<file path="src/rtl/fetchSeqPkg.sv">
`timescale 1ns/1ps
package fetchSeqPkg;
  typedef enum logic [1:0] {
    ST_IDLE,
    ST_FETCH_HI,
    ST_FETCH_LO,
    ST_EXECUTE
  } fetchState_e;

  typedef struct packed {
    logic issueHi;
    logic issueLo;
    logic execute;
  } fetchStrobe_t;

  localparam logic [3:0] OP_SYS    = 4'h0;
  localparam logic [3:0] OP_JUMP   = 4'h1;
  localparam logic [3:0] OP_SEQ_K  = 4'h3;
  localparam logic [3:0] OP_SNE_K  = 4'h4;
  localparam logic [3:0] OP_SEQ_R  = 4'h5;
  localparam logic [3:0] OP_SNE_R  = 4'h9;
  localparam logic [15:0] WORD_CLEAR  = 16'h00E0;
  localparam logic [15:0] WORD_RETURN = 16'h00EE;
endpackage

</file>
<file path="src/rtl/fetchSeqCtrl.sv">
`timescale 1ns/1ps
module fetchSeqCtrl
  import fetchSeqPkg::*;
(
  input  logic         clk,
  input  logic         rst_n,
  input  logic         start,
  output fetchStrobe_t strobe
);
  fetchState_e state, stateNext;

  always_comb begin
    stateNext = state;
    case (state)
      ST_IDLE:     if (start) stateNext = ST_FETCH_HI;
      ST_FETCH_HI: stateNext = ST_FETCH_LO;
      ST_FETCH_LO: stateNext = ST_EXECUTE;
      ST_EXECUTE:  stateNext = start ? ST_FETCH_HI : ST_IDLE;
      default:     stateNext = ST_IDLE;
    endcase
  end

  always_ff @(posedge clk) begin
    if (!rst_n) state <= ST_IDLE;
    else        state <= stateNext;
  end

  always_comb begin
    strobe         = '0;
    strobe.issueHi = (state == ST_FETCH_HI);
    strobe.issueLo = (state == ST_FETCH_LO);
    strobe.execute = (state == ST_EXECUTE);
  end

  AST_HI_THEN_LO: assert property (@(posedge clk) disable iff (!rst_n)
    strobe.issueHi |=> strobe.issueLo);
  AST_LO_THEN_EXEC: assert property (@(posedge clk) disable iff (!rst_n)
    strobe.issueLo |=> strobe.execute);
endmodule

</file>
<file path="src/rtl/fetchSeqPath.sv">
`timescale 1ns/1ps
module fetchSeqPath
  import fetchSeqPkg::*;
#(
  parameter int ADDR_W   = 12,
  parameter int RESET_PC = 'h200
) (
  input  logic              clk,
  input  logic              rst_n,
  input  fetchStrobe_t      strobe,
  input  logic [7:0]        memRdData,
  input  logic [7:0]        regValX,
  input  logic [7:0]        regValY,
  output logic [ADDR_W-1:0] memAddr,
  output logic              memRdEn,
  output logic [3:0]        regIdxX,
  output logic [3:0]        regIdxY,
  output logic [ADDR_W-1:0] pc,
  output logic [15:0]       instrWord,
  output logic              done,
  output logic              illegal
);
  localparam logic [ADDR_W-1:0] STEP     = ADDR_W'(2);
  localparam logic [ADDR_W-1:0] NEXT_BYTE = ADDR_W'(1);
  localparam logic [ADDR_W-1:0] PC_INIT  = ADDR_W'(RESET_PC);

  logic [ADDR_W-1:0] pcReg, execPc, pcNext;
  logic [7:0]        hiByte;
  logic [15:0]       wordReg, curWord;
  logic              doneReg, illReg, wasJump, wasSkip;
  logic [3:0]        opc;
  logic              isJump, isSkip, isLegal, lowZero;

  assign curWord = {hiByte, memRdData};
  assign opc     = curWord[15:12];
  assign lowZero = (curWord[3:0] == 4'h0);

  always_comb begin
    isJump  = 1'b0;
    isSkip  = 1'b0;
    isLegal = 1'b1;
    case (opc)
      OP_SYS: begin
        isJump  = (curWord != WORD_CLEAR) && (curWord != WORD_RETURN);
        isLegal = isJump;
      end
      OP_JUMP:  isJump = 1'b1;
      OP_SEQ_K: isSkip = (regValX == curWord[7:0]);
      OP_SNE_K: isSkip = (regValX != curWord[7:0]);
      OP_SEQ_R: begin
        isLegal = lowZero;
        isSkip  = lowZero && (regValX == regValY);
      end
      OP_SNE_R: begin
        isLegal = lowZero;
        isSkip  = lowZero && (regValX != regValY);
      end
      default: isLegal = 1'b0;
    endcase
  end

  always_comb begin
    if (isJump)      pcNext = ADDR_W'(curWord[11:0]);
    else if (isSkip) pcNext = pcReg + STEP + STEP;
    else             pcNext = pcReg + STEP;
  end

  always_ff @(posedge clk) begin
    if (!rst_n) begin
      pcReg   <= PC_INIT;
      execPc  <= PC_INIT;
      hiByte  <= '0;
      wordReg <= '0;
      doneReg <= 1'b0;
      illReg  <= 1'b0;
      wasJump <= 1'b0;
      wasSkip <= 1'b0;
    end else begin
      doneReg <= strobe.execute;
      illReg  <= strobe.execute && !isLegal;
      if (strobe.issueLo) hiByte <= memRdData;
      if (strobe.execute) begin
        pcReg   <= pcNext;
        execPc  <= pcReg;
        wordReg <= curWord;
        wasJump <= isJump;
        wasSkip <= isSkip;
      end
    end
  end

  assign memRdEn   = strobe.issueHi || strobe.issueLo;
  assign memAddr   = strobe.issueLo ? pcReg + NEXT_BYTE : pcReg;
  assign regIdxX   = hiByte[3:0];
  assign regIdxY   = memRdData[7:4];
  assign pc        = pcReg;
  assign instrWord = wordReg;
  assign done      = doneReg;
  assign illegal   = illReg;

  AST_SEQ_ADVANCE: assert property (@(posedge clk) disable iff (!rst_n)
    (done && !wasJump && !wasSkip) |-> (pc == execPc + STEP));
  AST_JUMP_TARGET: assert property (@(posedge clk) disable iff (!rst_n)
    (done && wasJump) |-> (pc == ADDR_W'(instrWord[11:0])));
  AST_SKIP_DOUBLE: assert property (@(posedge clk) disable iff (!rst_n)
    (done && wasSkip) |-> (pc == execPc + STEP + STEP));
  AST_DONE_SINGLE: assert property (@(posedge clk) disable iff (!rst_n)
    done |=> !done);
  AST_ILLEGAL_WITH_DONE: assert property (@(posedge clk) disable iff (!rst_n)
    illegal |-> (done && pc == execPc + STEP));
  AST_LO_ADDR: assert property (@(posedge clk) disable iff (!rst_n)
    strobe.issueLo |-> (memAddr == $past(memAddr) + NEXT_BYTE));
  AST_EXEC_NO_READ: assert property (@(posedge clk) disable iff (!rst_n)
    strobe.execute |-> !memRdEn);
endmodule

</file>
<file path="src/rtl/fetchSeqUnit.sv">
`timescale 1ns/1ps
module fetchSeqUnit
  import fetchSeqPkg::*;
#(
  parameter int ADDR_W   = 12,
  parameter int RESET_PC = 'h200
) (
  input  logic              clk,
  input  logic              rst_n,
  input  logic              start,
  output logic [ADDR_W-1:0] memAddr,
  output logic              memRdEn,
  input  logic [7:0]        memRdData,
  output logic [3:0]        regIdxX,
  output logic [3:0]        regIdxY,
  input  logic [7:0]        regValX,
  input  logic [7:0]        regValY,
  output logic [ADDR_W-1:0] pc,
  output logic [15:0]       instrWord,
  output logic [3:0]        fieldX,
  output logic [3:0]        fieldY,
  output logic [7:0]        fieldKk,
  output logic [11:0]       fieldNnn,
  output logic [3:0]        fieldN,
  output logic              done,
  output logic              illegal
);
  fetchStrobe_t strobe;

  fetchSeqCtrl u_ctrl (
    .clk    (clk),
    .rst_n  (rst_n),
    .start  (start),
    .strobe (strobe)
  );

  fetchSeqPath #(.ADDR_W(ADDR_W), .RESET_PC(RESET_PC)) u_path (
    .clk       (clk),
    .rst_n     (rst_n),
    .strobe    (strobe),
    .memRdData (memRdData),
    .regValX   (regValX),
    .regValY   (regValY),
    .memAddr   (memAddr),
    .memRdEn   (memRdEn),
    .regIdxX   (regIdxX),
    .regIdxY   (regIdxY),
    .pc        (pc),
    .instrWord (instrWord),
    .done      (done),
    .illegal   (illegal)
  );

  assign fieldX   = instrWord[11:8];
  assign fieldY   = instrWord[7:4];
  assign fieldKk  = instrWord[7:0];
  assign fieldNnn = instrWord[11:0];
  assign fieldN   = instrWord[3:0];

  AST_FIELDS_ON_DONE: assert property (@(posedge clk) disable iff (!rst_n)
    done |-> (fieldNnn == {fieldX, fieldKk}));
endmodule

</file>
<file path="config.mk">
export PLATFORM = sky130hd
export DESIGN_NAME = fetchSeqUnit
export DESIGN_NICKNAME = d
export VERILOG_FILES = /design/src/rtl/fetchSeqPkg.sv /design/src/rtl/fetchSeqCtrl.sv /design/src/rtl/fetchSeqPath.sv /design/src/rtl/fetchSeqUnit.sv
export SDC_FILE = /design/constraint.sdc
export NUM_CORES = 1
export LEC_CHECK = 0
export BUFFER_PORTS_ARGS = -buffer_cell sky130_fd_sc_hd__buf_2
export CORE_MARGIN = 2
export CORE_UTILIZATION = 43
export DETAILED_ROUTE_END_ITERATION = 10
export GPL_ROUTABILITY_DRIVEN = 0
export PLACE_DENSITY = 0.74
export SLEW_MARGIN = 0
export SYNTH_ARGS = -nofsm -noshare
export SYNTH_HDL_FRONTEND = slang
export SYNTH_SLANG_ARGS = --single-unit
</file>
<file path="constraint.sdc">
create_clock -name clk -period 2.5 [get_ports clk]
set_input_delay 0.5 -clock clk [delete_from_list [all_inputs] [get_ports clk]]
set_output_delay 0.5 -clock clk [all_outputs]
set_load 0.1 [all_outputs]
</file>
# After elaboration in Yosys (flattened, before gate mapping)
# Cells that the tools add are included.
[totals]
regBits = 40
latch_bits = 0
ramBits = 0
mem_bits_ro = 0
inputBits = 27
out_inout_bits = 83
memories = 0
[classes]
add_sub_neg = 3
multipliers = 0
div_mod_pow = 0
n_lt_le_gt_ge = 0
eq_ne = 15
n_shift = 0
n_mux = 9
bitwise_logic = 0
reduce_logical = 11
[ops]
columns = ["cell", "count"]
rows = [
  ["12-bit 2-to-1 mux", 3],
  ["16-bit by 8-bit != test with 1-bit output, second input constant", 2],
  ["12-bit by 2-bit adder with 12-bit output, second input constant", 2],
  ["8-bit equality test", 2],
  ["8-bit != test", 2],
  ["12-bit by 1-bit adder with 12-bit output, second input constant", 1],
  ["4-bit by 3-bit equality test with 1-bit output, second input constant", 2],
  ["4-bit logical NOT", 2],
  ["2-bit one-hot mux with 4 select lines", 1],
  ["2-bit equality test, second input constant", 2],
  ["4-bit by 1-bit equality test with 1-bit output, second input constant", 1],
  ["4-bit by 2-bit equality test with 1-bit output, second input constant", 1],
  ["4-bit equality test, second input constant", 1],
  ["1-bit logical AND", 4],
  ["1-bit one-hot mux with 4 select lines", 1],
  ["1-bit one-hot mux with 3 select lines", 1],
  ["3-bit OR reduction", 1],
  ["2-bit by 1-bit equality test with 1-bit output, second input constant", 1],
  ["2-bit logical NOT", 1],
  ["2-bit 2-to-1 mux", 1],
  ["2-bit != test, second input constant", 1],
  ["1-bit one-hot mux with 2 select lines", 1],
  ["2-bit OR reduction", 1],
  ["1-bit logical NOT", 1],
  ["2 further kinds", 2],
]

# Depth between registers and ports, before layout
[logic_depth]
word_depth = 5
depth_mapped = 10

# Hierarchy
# From an unflattened synthesis, not the netlist that was laid out.
[unflattened]
hier_cells = 343
hier_area_um2 = 2896.5
[by_module_without_submodules]
columns = ["module", "instances", "cells_each", "area_per_inst_um2", "seq_area_each_um2"]
rows = [
  ["fetchSeqPath", 1, 295, 2501.1, 760.7],
  ["fetchSeqUnit", 1, 32, 240.2, 0.0],
  ["fetchSeqCtrl", 1, 16, 155.1, 40.0],
]

# Worst setup path before layout
# OpenSTA, ideal clock, no wires.
[synth_path]
kind = "reg2out"
from = "register u_path.pcReg[2], in the netlist u_path.pc[2]"
to = "output port memAddr[11]"
arrival_ps = 3602
required_ps = 2000
path_slack_ps = -1602
stages_incl_launch_ff = 7
path_buffers = 1
cell_sequence = "dfxtp_1 ha_1 and2_1 clkbuf_1 and3_1 nand4_1 xnor2_1"
[synth_via]
elab_chain_len = 2
[synth_rtl]
columns = ["element", "line_no", "text"]
rows = [
  ["start: declaration", "fetchSeqPath.sv:27", "logic [ADDR_W-1:0] pcReg, execPc, pcNext;"],
  ["start signal: assignment", "fetchSeqPath.sv:83", "pcReg <= pcNext;"],
  ["12-bit by 1-bit adder with 12-bit output", "fetchSeqPath.sv:93", "assign memAddr = strobe.issueLo ? pcReg + NEXT_BYTE : pcReg;"],
  ["12-bit 2-to-1 mux", "fetchSeqPath.sv:93", ""],
  ["end: declaration", "fetchSeqUnit.sv:11", "output logic [ADDR_W-1:0] memAddr,"],
]
# No other way between the ends.

# Worst setup path in the final report
[layout_path]
from = "register u_path.pcReg[1], in the netlist u_path.pc[1]"
to = "output port memAddr[11]"
# Same word-level chain as after synthesis.

==> PnR_summary.wiki <==
{| class="wikitable"
! Metric !! Value
|-
| Share of the cycle needed by the critical path after routing || 0.996
|-
| Number of search-and-repair iterations in the first detailed-routing pass || 4
|-
| Die span in y || around 88 um
|-
| Count of input and output buffers || 109
|-
| Post-synthesis sequential element count || 40
|-
| Clock latency on the worst-skew pair || 0.30 ns
|-
| TritonCTS clock tree || yes
|-
| Die footprint || 7770 um2
|-
| XOR/XNOR share of the synthesized area || 0.109
|-
| Design Area, Final || approximately 4000 um2
|-
| Overall fraction of global-route tracks in use || 0.212
|-
| Setup tns final || 0 ns
|-
| Fraction of synthesis flops using an asynchronous set or reset pin || 0
|-
| Largest clock skew in the final design || 0.00874 ns
|-
| Number of DRC violations after detailed-routing iteration 0 || 150
|-
| ANT cells || 0
|-
| Gate count of the mapped netlist || about 370
|-
| H-tree lvl count || 2
|-
| Highest attainable clock frequency || 402 MHz
|-
| Synthesized-area fraction occupied by ao, oa, aoi and oai cells || 0.118
|-
| Area of placed instances || 3990 um2
|-
| Post-CTS clock slew at the launch and capture registers of the worst setup and hold paths || around 0.09 ns
|-
| Global-route wire length before repair || 13.0 mm
|-
| Min cycle time layout || 2.49 ns
|-
| Top cell type's share of synthesized area || 0.263
|-
| Simple logic cell fraction of the synthesized area || 0.242
|-
| Synthesized area || 3040 um2
|-
| Sw power || 2180 uW
|-
| Crit end category || primary output
|-
| Fraction of power consumed by combinational cells || 0.634
|-
| Worst Reg-to-Reg Cells || 8
|-
| Slew HR || 0.573
|-
| Type of the worst setup path || flop to primary output
|-
| Area share of fa/ha/maj cells after synthesis || 0.0288
|-
| Post-synth EDFFs || 0
|-
| Cell type with the largest total area after synthesis || dfxtp_1
|-
| Overall overflow remaining after global route || 0
|-
| Layout cells sized above 1 || 0.418
|-
| Status || completed
|-
| Largest driver fanout on the critical path || 11
|-
| HPWL Detailed || 6.18 mm
|-
| Clock root buffer || clkbuf_8
|-
| Utilization after layout || 0.603
|-
| Max-slew violation count || 0
|-
| Final-report setup violation count || 0
|-
| Share of the yosys chip area belonging to registers || 0.263
|-
| Antenna Violating Nets Remaining || 0
|-
| Via count of the first global-routing pass || 2697
|-
| Ratio of routed vias to standard cells || 5.18
|-
| Area growth, synth to finish || 35.3%
|-
| I/O Pins || 110
|-
| Final standard cell count with taps included and fillers excluded || roughly 550
|-
| Critical path data arrival time || between 1.5 and 2 ns
|-
| Number of CTS-inserted buffers || 5
|-
| Number of antenna violations at the first check in global routing || 0
|-
| Worst hold path cell count || 2
|-
| TritonCTS Sinks || 40
|-
| Pwr Density || 923 nW/um2
|-
| Routed via count || about 2800
|-
| Startpoint kind of the worst setup timing path || flop
|-
| Average routed wire per standard cell || 14.5 um
|-
| Layout filler cell count || 625
|-
| # placed instances || 538
|-
| Initial cell density of the core || 0.446
|-
| Core box area || 6830 um2
|-
| Netlist cell types || 56
|-
| Warnings from Yosys || 0
|-
| FF-to-FF setup slack || 0.15 ns
|-
| Clock Path Buffers || 2
|-
| Dominant register cell in the synthesized netlist || dfxtp_1
|-
| Share of cell area taken by muxes after synthesis || 0.0892
|-
| HP Class || flop to flop
|-
| Number of remaining DRC errors || 0
|-
| Relative contribution of sequential cells to total power || 0.248
|-
| Actual slew at the worst max-slew pin || about 0.64 ns
|-
| Final-stage net count || 485
|-
| Maximum number of pins on one net before global-route repair || 42
|-
| Worst endpoint required time || roughly 2.0 ns
|-
| Number of hold violations in the final report || 0
|-
| Post-Syn Area per Cell || 8.29 um2
|-
| Clock power frac || 0.118
|-
| Num rows || 30
|-
| IR drop worst, VDD || about 560 uV
|-
| Largest family of logic cells by synthesized area || simple AND/OR/NAND/NOR gates
|-
| Die X-Extent || between 80 and 90 um
|-
| Top cells by area in the synthesized netlist || dfxtp_1 (26%), buf_4 (9.9%), mux2i_1 (8.5%)
|-
| Max capacitance violation total || 0
|-
| Power, Total || 3800 uW
|-
| LEAKAGE || 0.00173 uW
|-
| Cell internal pwr || 1620 uW
|-
| Mapped Nets || 401
|-
| Routed Wire Length || 7.97 mm
|-
| Setup repair after global routing missed its margin || true
|-
| Sw Ratio || 0.574
|}
==> synth_stat cells, drive strengths merged, types with 2 or more instances <==
cell type / instances
buf: 45
dfxtp: 40
nand2: 31
mux2i: 26
nor2b: 26
xnor2: 24
clkbuf: 20
nand3: 15
xor2: 14
nor2: 13
a21oi: 12
inv: 10
o21ai: 10
nand4: 8
ha: 7
nand2b: 6
nor3: 6
nor4: 5
and3: 4
nand3b: 4
a211o: 3
nand4b: 3
o211ai: 3
a2111oi: 2
a21boi: 2
a32o: 2
and2: 2
nor3b: 2
or3: 2
==> state kept, by name (all words and copies together) (netlist names) <==
signal / count
u_path.instrWord: 16
u_path.pc: 12
u_path.hiByte: 8
u_ctrl.state: 2
u_path.done: 1
u_path.illegal: 1
==> final timing paths <==
path	from	to
min	u_path.instrWord[15]	u_path.instrWord[15]
max	u_path.pc[1]	memAddr[11]
min reg2reg	u_path.instrWord[15]	u_path.instrWord[15]
max reg2reg	u_path.hiByte[3]	u_path.pc[8]
==> critical path: stages (launching register included) <==
cell and delay (ns):
dfxtp_4 0.43, ha_4 0.22, and2_1 0.16, and3_2 0.23, nand4_1 0.22, xnor2_4 0.23, buf_12 0.19
==> kinds of logic after synthesis <==
family,count (synthesis)
AO/OA/AOI/OAI,49
XOR/XNOR,38
adder cells (fa/ha/maj),7
buffers and inverters,75
flip-flops,40
multiplexers,27
AND/OR/NAND/NOR,131
==> power groups by stage <==
stage               registers [uW]  clock network, uW  logic [uW]
finish                         941                449        2410
global route                   964                493        2520
floorplan                     1220                  0        1710
global placement               951                  0        2360
CTS                            948                464        2400
detailed placement             962                  0        2400
==> what timing repair did <==
action                     CTS  global route
setup endpoints to repair    5             8
hold buffers                 0             0
pin swaps                    2             0
setup buffers                1             1
gates resized for setup      1             3
gates cloned                 0             0
==> cell type report <==
class | instances | area [um2] | share of cell area
clock buffer | 5 | 68.8 | 0.0167
sequential | 40 | 833 | 0.202
clock inverter | 3 | 21.3 | 0.00517
timing repair buffer | 142 | 973 | 0.236
inverter | 10 | 37.5 | 0.00912
multi-input combinational | 252 | 2060 | 0.501
tap | 96 | 120 | 0.0292
==> cells in the final DEF, fill, tap and decap left out, types with 2 or more instances in the layout <==
cell,netlist,layout
xnor2_4,0,7
nor2b_1,26,26
nand3_1,15,14
o21ai_0,10,9
a32o_1,2,2
inv_1,10,10
nand4b_1,3,3
a21boi_0,2,2
xnor2_1,24,17
a2111oi_4,0,2
nand3b_1,4,4
xor2_4,0,3
mux2i_1,26,26
nor4_1,3,3
nand2b_1,6,6
xor2_1,14,10
buf_4,40,33
buf_2,1,97
inv_4,0,2
dfxtp_4,0,8
ha_1,7,5
a211o_1,3,3
nor3_1,6,6
nor2_4,0,4
or3_1,2,2
nor3b_1,2,2
nor2_1,12,8
and3_1,4,3
dfxtp_2,0,2
nand2_1,31,31
dfxtp_1,40,30
o211ai_1,3,3
nand4_1,8,8
buf_12,0,12
a21oi_1,12,12
clkbuf_8,0,5
==> per-layer routing <==
layer / share of wire / global-route usage / up-vias
li1: - / - / 1392
met1: 0.42 / 0.262 / 1330
met2: 0.50 / 0.382 / 109
met3: 0.061 / 0.0368 / 10
met4: 0.011 / 0.0565 / 0
met5: 0 / 0 / -
==> through the flow <==
step	setup slack, ns	hold slack (ns)
after floorplan	-0.236	0.528
after detailed placement	-0.154	0.503
after global placement	-0.113	0.496
after CTS	-0.0350	0.529
after global routing	-0.0867	0.563
final	0.0106	0.525
No activity file was read; power rests on OpenSTA's default activity.
